$ cat src/rtl/ttq_pkg.sv
package ttq_pkg;

   typedef enum logic [1:0] {
      TQ_ZERO = 2'd0,
      TQ_LOW  = 2'd1,
      TQ_HIGH = 2'd2
   } tq_code_e;

   // derived per-frame decision set, widths fixed at the widest supported DW
   localparam int unsigned TQ_MAXW = 32;

   function automatic logic [TQ_MAXW-1:0] tq_third(input logic [TQ_MAXW-1:0] span);
      return span / 3;
   endfunction

   function automatic logic [TQ_MAXW-1:0] tq_two_thirds(input logic [TQ_MAXW-1:0] span);
      return (span << 1) / 3;
   endfunction

endpackage

$ cat src/rtl/ttq_relu.sv
module ttq_relu #(
   parameter int unsigned DW = 10
) (
   input  logic [DW-1:0] din,
   input  logic          enable,
   output logic [DW-1:0] dout
);
   localparam logic [DW-1:0] MID = DW'(1) << (DW - 1);

   always_comb begin
      if (enable && (din <= MID)) dout = MID;
      else                        dout = din;
   end
endmodule

$ cat src/rtl/ttq_peak.sv
module ttq_peak #(
   parameter int unsigned DW = 10
) (
   input  logic          clk,
   input  logic          rst_n,
   input  logic          smp_valid,
   input  logic [DW-1:0] smp_rect,
   input  logic          frame_start,
   output logic [DW-1:0] run_peak,
   output logic          load_levels
);
   localparam logic [DW-1:0] MID = DW'(1) << (DW - 1);

   logic          opened_q;
   logic [DW-1:0] base;

   assign base        = frame_start ? MID : run_peak;
   assign load_levels = frame_start && opened_q;

   always_ff @(posedge clk or negedge rst_n) begin
      if (!rst_n) begin
         run_peak <= MID;
         opened_q <= 1'b0;
      end else begin
         if (smp_valid && (smp_rect > base)) run_peak <= smp_rect;
         else                                run_peak <= base;
         if (frame_start) opened_q <= 1'b1;
      end
   end
endmodule

$ cat src/rtl/ttq_levels.sv
module ttq_levels #(
   parameter int unsigned DW = 10
) (
   input  logic          clk,
   input  logic          rst_n,
   input  logic          load,
   input  logic [DW-1:0] peak,
   output logic [DW-1:0] thr_low,
   output logic [DW-1:0] thr_high,
   output logic [DW-1:0] thr_half,
   output logic [DW-2:0] lvl_low,
   output logic [DW-2:0] lvl_high
);
   import ttq_pkg::*;

   localparam int unsigned SW = DW - 1;
   localparam logic [DW-1:0] MID  = DW'(1) << (DW - 1);
   localparam logic [DW-1:0] FULL = '1;
   localparam logic [TQ_MAXW-1:0] RST_SPAN = TQ_MAXW'(FULL - MID);
   localparam logic [SW-1:0] RST_L1 = SW'(tq_third(RST_SPAN));
   localparam logic [SW-1:0] RST_L2 = SW'(tq_two_thirds(RST_SPAN));
   localparam logic [SW-1:0] RST_LH = SW'(RST_SPAN >> 1);

   logic [SW-1:0] new_l1, new_l2, new_lh;
   logic [SW-1:0] l1_q, l2_q, lh_q;
   logic [SW-1:0] use_l1, use_l2, use_lh;
   logic [TQ_MAXW-1:0] span_w;

   assign span_w = TQ_MAXW'(peak - MID);
   assign new_l1 = SW'(tq_third(span_w));
   assign new_l2 = SW'(tq_two_thirds(span_w));
   assign new_lh = SW'(span_w >> 1);

   always_ff @(posedge clk or negedge rst_n) begin
      if (!rst_n) begin
         l1_q <= RST_L1;
         l2_q <= RST_L2;
         lh_q <= RST_LH;
      end else if (load) begin
         l1_q <= new_l1;
         l2_q <= new_l2;
         lh_q <= new_lh;
      end
   end

   // the strobe-cycle sample already uses the freshly derived set
   assign use_l1 = load ? new_l1 : l1_q;
   assign use_l2 = load ? new_l2 : l2_q;
   assign use_lh = load ? new_lh : lh_q;

   assign thr_low  = MID + DW'(use_l1);
   assign thr_high = MID + DW'(use_l2);
   assign thr_half = MID + DW'(use_lh);
   assign lvl_low  = use_l1;
   assign lvl_high = use_l2;
endmodule

$ cat src/rtl/ttq_quant.sv
module ttq_quant #(
   parameter int unsigned DW = 10,
   parameter int unsigned OW = 16
) (
   input  logic          clk,
   input  logic          rst_n,
   input  logic          smp_valid,
   input  logic [DW-1:0] smp_rect,
   input  logic          three_level,
   input  logic [DW-1:0] thr_low,
   input  logic [DW-1:0] thr_high,
   input  logic [DW-1:0] thr_half,
   input  logic [DW-2:0] lvl_low,
   input  logic [DW-2:0] lvl_high,
   output logic          out_valid,
   output logic [1:0]    out_code,
   output logic [OW-1:0] out_word
);
   import ttq_pkg::*;

   localparam int unsigned SW = DW - 1;

   tq_code_e      code_n;
   logic [SW-1:0] lvl_n;
   logic [OW-1:0] word_n;

   always_comb begin
      if (three_level) begin
         if (smp_rect <= thr_low)       code_n = TQ_ZERO;
         else if (smp_rect >= thr_high) code_n = TQ_HIGH;
         else                           code_n = TQ_LOW;
      end else begin
         code_n = (smp_rect >= thr_half) ? TQ_HIGH : TQ_ZERO;
      end
   end

   always_comb begin
      unique case (code_n)
         TQ_LOW:  lvl_n = lvl_low;
         TQ_HIGH: lvl_n = lvl_high;
         default: lvl_n = '0;
      endcase
   end

   generate
      if (OW >= SW) begin : g_widen
         assign word_n = OW'(lvl_n);
      end else begin : g_narrow
         assign word_n = lvl_n[SW-1 -: OW];
      end
   endgenerate

   always_ff @(posedge clk or negedge rst_n) begin
      if (!rst_n) begin
         out_valid <= 1'b0;
         out_code  <= 2'd0;
         out_word  <= '0;
      end else begin
         out_valid <= smp_valid;
         if (smp_valid) begin
            out_code <= code_n;
            out_word <= word_n;
         end
      end
   end
endmodule

$ cat src/rtl/ternary_quant_max.sv
module ternary_quant_max #(
   parameter int unsigned DW = 10,
   parameter int unsigned OW = 16
) (
   input  logic          clk,
   input  logic          rst_n,
   input  logic          s_valid,
   input  logic [DW-1:0] s_data,
   input  logic          frame_start,
   input  logic          relu_en,
   output logic          out_valid,
   output logic [1:0]    out_code,
   output logic [OW-1:0] out_word
);
   generate
      if (DW < 4 || DW > 31) begin : g_bad_dw
         $error("ternary_quant_max: DW must lie in 4..31");
      end
      if (OW < 1) begin : g_bad_ow
         $error("ternary_quant_max: OW must be at least 1");
      end
   endgenerate

   logic [DW-1:0] rect;
   logic [DW-1:0] run_peak;
   logic          load_levels;
   logic [DW-1:0] thr_low, thr_high, thr_half;
   logic [DW-2:0] lvl_low, lvl_high;

   ttq_relu #(.DW(DW)) u_relu (
      .din    (s_data),
      .enable (relu_en),
      .dout   (rect)
   );

   ttq_peak #(.DW(DW)) u_peak (
      .clk         (clk),
      .rst_n       (rst_n),
      .smp_valid   (s_valid),
      .smp_rect    (rect),
      .frame_start (frame_start),
      .run_peak    (run_peak),
      .load_levels (load_levels)
   );

   ttq_levels #(.DW(DW)) u_levels (
      .clk      (clk),
      .rst_n    (rst_n),
      .load     (load_levels),
      .peak     (run_peak),
      .thr_low  (thr_low),
      .thr_high (thr_high),
      .thr_half (thr_half),
      .lvl_low  (lvl_low),
      .lvl_high (lvl_high)
   );

   ttq_quant #(.DW(DW), .OW(OW)) u_quant (
      .clk         (clk),
      .rst_n       (rst_n),
      .smp_valid   (s_valid),
      .smp_rect    (rect),
      .three_level (relu_en),
      .thr_low     (thr_low),
      .thr_high    (thr_high),
      .thr_half    (thr_half),
      .lvl_low     (lvl_low),
      .lvl_high    (lvl_high),
      .out_valid   (out_valid),
      .out_code    (out_code),
      .out_word    (out_word)
   );
endmodule

$ cat config.mk
export PLATFORM = sky130hd
export DESIGN_NAME = ternary_quant_max
export DESIGN_NICKNAME = d
export VERILOG_FILES = /design/src/rtl/ttq_pkg.sv /design/src/rtl/ttq_relu.sv /design/src/rtl/ttq_peak.sv /design/src/rtl/ttq_levels.sv /design/src/rtl/ttq_quant.sv /design/src/rtl/ternary_quant_max.sv
export SDC_FILE = /design/constraint.sdc
export NUM_CORES = 1
export LEC_CHECK = 0
export BUFFER_PORTS_ARGS = -buffer_cell sky130_fd_sc_hd__buf_2
export CORE_ASPECT_RATIO = 1.4
export CORE_UTILIZATION = 40
export DETAILED_ROUTE_END_ITERATION = 10
export SYNTH_ARGS = -nofsm -noshare
export SYNTH_HDL_FRONTEND = slang
export SYNTH_SLANG_ARGS = --single-unit
$ cat constraint.sdc
create_clock -name clk -period 24.7 [get_ports clk]
set_input_delay 7.41 -clock clk [delete_from_list [all_inputs] [get_ports clk]]
set_output_delay 7.41 -clock clk [all_outputs]
set_load 0.02 [all_outputs]
* After elaboration in Yosys (flattened, before gate mapping) *
Cells that the tools add are included.

storage, ports and cells
  output and inout port bits = 19
  bits of input ports = 15
  register bits = 50

operators by class
  magnitude comparators = 5
  mux-type cells = 11
  add/sub/neg operators = 4
  divide/modulo/power cells = 2
  eq/ne operators = 2
  reductions and logical operators = 3

operators with widths
  kind                      count
  $div A32 B2 Y32 const B   2
  $add A10 B9 Y10 const A   3
  $mux W10                  3
  $mux W9                   3
  $ge A10 B10 Y1            2
  $pmux W9 S2               1
  $sub A10 B10 Y11 const B  1
  $gt A10 B10 Y1            1
  $le A10 B10 Y1            1
  $le A10 B10 Y1 const B    1
  $mux W2                   4
  $logic_and A1 B1 Y1       3
  $eq A2 B1 Y1 const B      1
  $eq A2 B2 Y1 const B      1

* Logic depth before layout (Yosys ltp) *
  depth after elaboration = 10
  gate-level depth with buffers = 62
  mapped depth without buffers = 53

* By module *
Synthesis repeated with hierarchy kept, for this count alone.

unflattened totals
  cells, all modules = 1192
  area, all modules = 8993.6 um^2

by module, submodules not included
  module      seq. area each (um^2)  times used  cells an instance  area an instance (um^2)
  ttq_levels  695.7                  1           949                6817.8
  ttq_quant   300.3                  1           160                1375.1
  ttq_peak    276.5                  1           72                 721.9
  ttq_relu    0.0                    1           11                 78.8

* Worst setup path after synthesis *
No wires, ideal clock.

  path kind = reg-to-reg
  from = register u_peak.run_peak[9]
  to = register u_quant.out_word[0]
  setup slack = 12.841 ns
  cell stages (with the launch flop) = 58
  required time = 24.624 ns
  period minus slack after synthesis = 11.859 ns
  data arrival time = 11.783 ns
  cells stage by stage = dfstp_2 > clkbuf_1 > inv_1 > buf_1 > clkbuf_1 > ha_1 > clkbuf_1 > or4b_1 > a31o_1 > a311oi_2 > o31ai_2 > nand2_1 > a211oi_1 > a311o_1 > a32oi_1 > a2bb2oi_2 > a21oi_2 > o41ai_2 > (+22 left out) > o21a_1 > o21a_1 > o21ai_0 > nand2b_1 > a21oi_1 > nor2b_1 > o21ai_0 > nand2b_1 > a21oi_1 > nor3_1 > a21oi_1 > nor2_1 > inv_1 > ha_1 > buf_1 > inv_1 > or3_1 > o21ai_1

between the ends
  longest elaborated chain between the ends = 10
  elaborated cells between the ends (all ways) = 19
  those cells by class = 4 x add/sub; 2 x div; 3 x order compare; 2 x eq/ne; 8 x mux

RTL lines
  what                                                 line              text
  from (decl)                                          ttq_peak.sv:9     output logic [DW-1:0] run_peak,
  from (signal assigned)                               ttq_peak.sv:25    if (smp_valid && (smp_rect > base)) run_peak <= smp_rect;
  from (signal assigned)                               ttq_peak.sv:26    else run_peak <= base;
  $sub A10 B10 Y11 *                                   ttq_levels.sv:29  assign span_w = TQ_MAXW'(peak - MID);
  $div A32 B2 Y32                                      ttq_pkg.sv:17     return (span << 1) / 3;
  $mux W9                                              n/a
  $add A10 B9 Y10                                      ttq_levels.sv:52  assign thr_high = MID + DW'(use_l2);
  $ge A10 B10 Y1                                       ttq_quant.sv:30   else if (smp_rect >= thr_high) code_n = TQ_HIGH;
  $mux W2                                              ttq_quant.sv:30
  $mux W2                                              ttq_quant.sv:29   if (smp_rect <= thr_low) code_n = TQ_ZERO;
  $mux W2 *                                            ttq_quant.sv:28   if (three_level) begin
  named net u_quant.code_n[1]                          ttq_quant.sv:23   tq_code_e code_n;
  $eq A2 B2 Y1 / $eq A2 B1 Y1 (equally long branches)  ttq_quant.sv:38   unique case (code_n)
  $pmux W9 S2 *                                        ttq_quant.sv:38
  to (signal assigned)                                 ttq_quant.sv:62   out_word <= word_n;
  to (decl)                                            ttq_quant.sv:17   output logic [OW-1:0] out_word

The timed path passes the listed nets; every way through them passes the cells marked *.
A chain may end at the register's enable or synchronous reset.

* Final worst setup path *
  from = register u_peak.run_peak[9]
  to = register u_quant.out_word[0]

between the ends
  elaborated cells between the ends (all ways) = 19
  those cells by class = 4 x add/sub; 2 x div; 3 x order compare; 2 x eq/ne; 8 x mux

RTL lines
  what                                                 line                     text
  $sub A10 B10 Y11 *                                   ttq_levels.sv:29
  $div A32 B2 Y32 *                                    ttq_pkg.sv:13            return span / 3;
  $mux W9 *                                            n/a
  named net lvl_low[0]                                 ternary_quant_max.sv:28  logic [DW-2:0] lvl_low, lvl_high;
  $add A10 B9 Y10 *                                    ttq_levels.sv:51         assign thr_low = MID + DW'(use_l1);
  $le A10 B10 Y1 *                                     ttq_quant.sv:29
  $mux W2 *                                            ttq_quant.sv:29
  $mux W2 *                                            ttq_quant.sv:28
  named net u_quant.code_n[1]                          ttq_quant.sv:23
  $eq A2 B2 Y1 / $eq A2 B1 Y1 (equally long branches)  ttq_quant.sv:38
  $pmux W9 S2 *                                        ttq_quant.sv:38

Marks and branches as above.

==> impl_metrics.toml <==
[outcome]
status = "finished, violations left"
violations = "slew limit"

[grt]
grt_pass1_vias = 7667
met2_usage_pct = 43.9
overflow = 0
grt_busiest_layer = "met2"
antenna_found_initial = 0
grt_use_met3_pct = 1.39
grt_pass1_wl_mm = 39.1
use_met1_pct = 27.5
track_usage_pct = 23.6
grt_start_max_net_pins = 51

[final_layout]
n_antenna_cell = 0
multi_input_area_sq_um = 6120
nNetsFinal = 1123
final_common_cell = "nand2_1"
fillerInstances = 1990
area_growth_pct = 4.74
final_cell_mix = "nand2_1 (102), nor2_1 (87), a21oi_1 (64)"
seq_area_sq_um = 1270
fin_util_pct = 43.0
drive_above_1_share_pct = 11.9

[place]
routabilityCongestion = 0.913
hpwl_mm = 18.0
place.port_buffers = 26

[synthesis]
yosys_warnings = 0
synth_cells = 1072
ys_types = 114
synth_seq_cells = 50
ys.flop_type = "dfrtp_1"
async_reset_ff_share_pct = 100
syn_area_sq_um = 7910
netlist_top_cells_area = "dfrtp_1 (10%), ha_1 (8.5%), dfstp_2 (5.6%)"
yosysTopAreaCell = "dfrtp_1"
ys_seq_area_share_pct = 16.1
synth-edff-count = 0
avgSynthCellArea_sq_um = 7.38
synth_top_area_share_pct = 10.4

[floorplan]
num_rows = 60
dieArea_sq_um = 20400
die_h_um = 168
die_x_um = 121
start_util_pct = 41.0
io_pins = 34
core_area_sq_um = 19300

[critical_path]
startpoint = "u_peak.run_peak[9]$_DFF_PN1_"
reg2reg_from = "u_peak.run_peak[9]$_DFF_PN1_"
r2r_setup_slack_ps = 11120
slowest_delay_ps = 820
r2r_end = "u_quant.out_word[0]$_DFFE_PN0P_"
crit_path_end_kind = "register"
crit_path_end = "u_quant.out_word[0]$_DFFE_PN0P_"
required_ps = 24920
worstSetupPathType = "register to register"
r2r_cells = 53
worst-path-max-fanout = 45
cp_slowest_cell = "ha_1"
start_kind = "register"
arrival_ps = 13800

[power]
p_comb_share_pct = 73.6
power_uw = 693
intPower_uw = 334
seqPwrFrac_pct = 16.8
p_leak_nw = 3.33
swShare_pct = 51.7
pwr-share-clk_pct = 9.6
switchingPower_uw = 358
irDropWorstVdd_mv = 0.0480
powerDensity_nw_per_um2 = 83.6

[drt]
dr_total_vias = 8116
drc = 0
dr.first_iter.drc_count = 504
post_drt_wl_per_cell_um = 18.5
antenna_left = 0
routed_wl_mm = 24.1
first_pass_iters = 5
avgViaCountPerCell = 6.23

[timing]
slew_headroom_pct = -56.8
hold_viol = 0
finClkSkew_ps = 4.02
setup_viol = 0
layout_min_cycle_time_ps = 13580
finalMaxSlewViolations = 70
finalCritPeriodShare_pct = 55.0
rsz0062_at_grt = "no"
tightest_slew_ps = 2340
maxClockFrequency_mhz = 73.6
final.setup.tns_ps = 0

[clocking]
cts_buffer_depth = 2
ctsHoldBuffers = 0
insertion_delay_ps = 290
cts_resized = 0
cts_buffers = 5
cts_root_buf = "clkbuf_16"
cts_tree = "done"
htree_levels = 2
clock_sinks = 50
cts_setup_buffers = 0
clk_pin_slew_worst_paths_ps = 60

[min_path]
min_path_type = "register to register"
hold_path_depth = 1

[run]
cap_violations = 0
==> per-stage QoR <==
| step | cell area (sq um) | worst slack [ps] | hold slack [ps] | instances |
|---|---|---|---|---|
| detailed placement | 8150 | 11350 | 480 | 1295 |
| floorplan | 7980 | 12840 | 454 | 1090 |
| global placement | 8150 | 11400 | 476 | 1295 |
| finish | 8290 | 11120 | 495 | 1303 |
| CTS | 8290 | 11300 | 494 | 1303 |
| global route | 8290 | 10000 | 507 | 1303 |
==> layer usage <==
layer | wire [um] | vias up
met1 | 9980 | 3891
met3 | 583 | 46
met4 | 873 | 0
met5 | 0 | -
met2 | 12600 | 209
li1 | - | 3970
==> power by group through the flow <==
stage / Clock [mW] / Sequential [mW] / Combinational [mW]
after CTS: 0.0687 / 0.116 / 0.503
final: 0.0666 / 0.116 / 0.510
after floorplan: 0 / 0.113 / 0.396
after global placement: 0 / 0.117 / 0.499
after global routing: 0.0709 / 0.118 / 0.561
after detailed placement: 0 / 0.117 / 0.500
==> worst max-delay path, delay by kind of cell, from the launching register on <==
family,cells,cell delay (ps)
AOI/OAI and AO/OA,28,7070
buffers and inverters,2,490
adders and majority gates,4,1540
DFF,1,530
xor gates and xnor gates,3,820
and+or+nand+nor,16,3010
==> worst min-delay path by stage <==
stage                                      from                     endpoint  slack (ps)
finish              u_peak.opened_q$_DFFE_PN0P_  u_peak.opened_q$_DFFE_PN0P_         490
global route        u_peak.opened_q$_DFFE_PN0P_  u_peak.opened_q$_DFFE_PN0P_         510
CTS                 u_peak.opened_q$_DFFE_PN0P_  u_peak.opened_q$_DFFE_PN0P_         490
detailed placement  u_peak.opened_q$_DFFE_PN0P_  u_peak.opened_q$_DFFE_PN0P_         480
global placement    u_peak.opened_q$_DFFE_PN0P_  u_peak.opened_q$_DFFE_PN0P_         480
floorplan           u_peak.opened_q$_DFFE_PN0P_  u_peak.opened_q$_DFFE_PN0P_         450
==> cell usage after synthesis, types with 7 or more instances <==
cell,count
and3_1,9
nand2_1,102
o21ai_1,13
a21o_1,11
a211oi_1,17
xnor2_1,26
or3_1,12
inv_1,61
nor2b_1,15
nor2_1,87
nand4_1,16
a22oi_1,10
dfstp_2,17
a31oi_1,23
dfrtp_1,33
nand3_1,33
o21a_1,7
o211ai_1,14
clkbuf_1,54
a211o_1,7
nor4_1,8
o22ai_1,12
mux2i_1,14
buf_2,7
buf_4,7
and2_1,17
nor3_1,41
a21oi_1,64
nand2b_1,22
buf_1,8
ha_1,54
o21ai_0,51
o31ai_1,11
==> final cells by class <==
cell class | count | share of cell area (%)
multi-input combinational | 896 | 73.9
sequential | 50 | 15.4
tap | 248 | 3.74
inverter | 66 | 2.99
timing repair buffer | 35 | 2.39
clock buffer | 8 | 1.65
==> sequential cells by signal, indices dropped and copies added (netlist names) <==
| signal | flops |
|---|---|
| u_levels.lh_q | 9 |
| u_quant.out_word | 9 |
| u_levels.l1_q | 9 |
| u_peak.run_peak | 10 |
| u_peak.opened_q | 1 |
| u_levels.l2_q | 9 |
| u_quant.out_code | 2 |
| u_quant.out_valid | 1 |
==> logic make-up (layout without fill, tap and decap cells) <==
logic type / after synthesis / count (layout) / share of synthesized area, %
fa+ha+maj: 58 / 58 / 9.05
other cells: 2 / 20 / 0.0949
mux: 17 / 17 / 2.34
xor+xnor: 32 / 32 / 3.54
flops: 50 / 50 / 16.1
compound gates: 362 / 362 / 35.1
simple gates: 407 / 407 / 26.4
buf+inv: 144 / 109 / 7.39
Power figures use the tool's default switching activity.
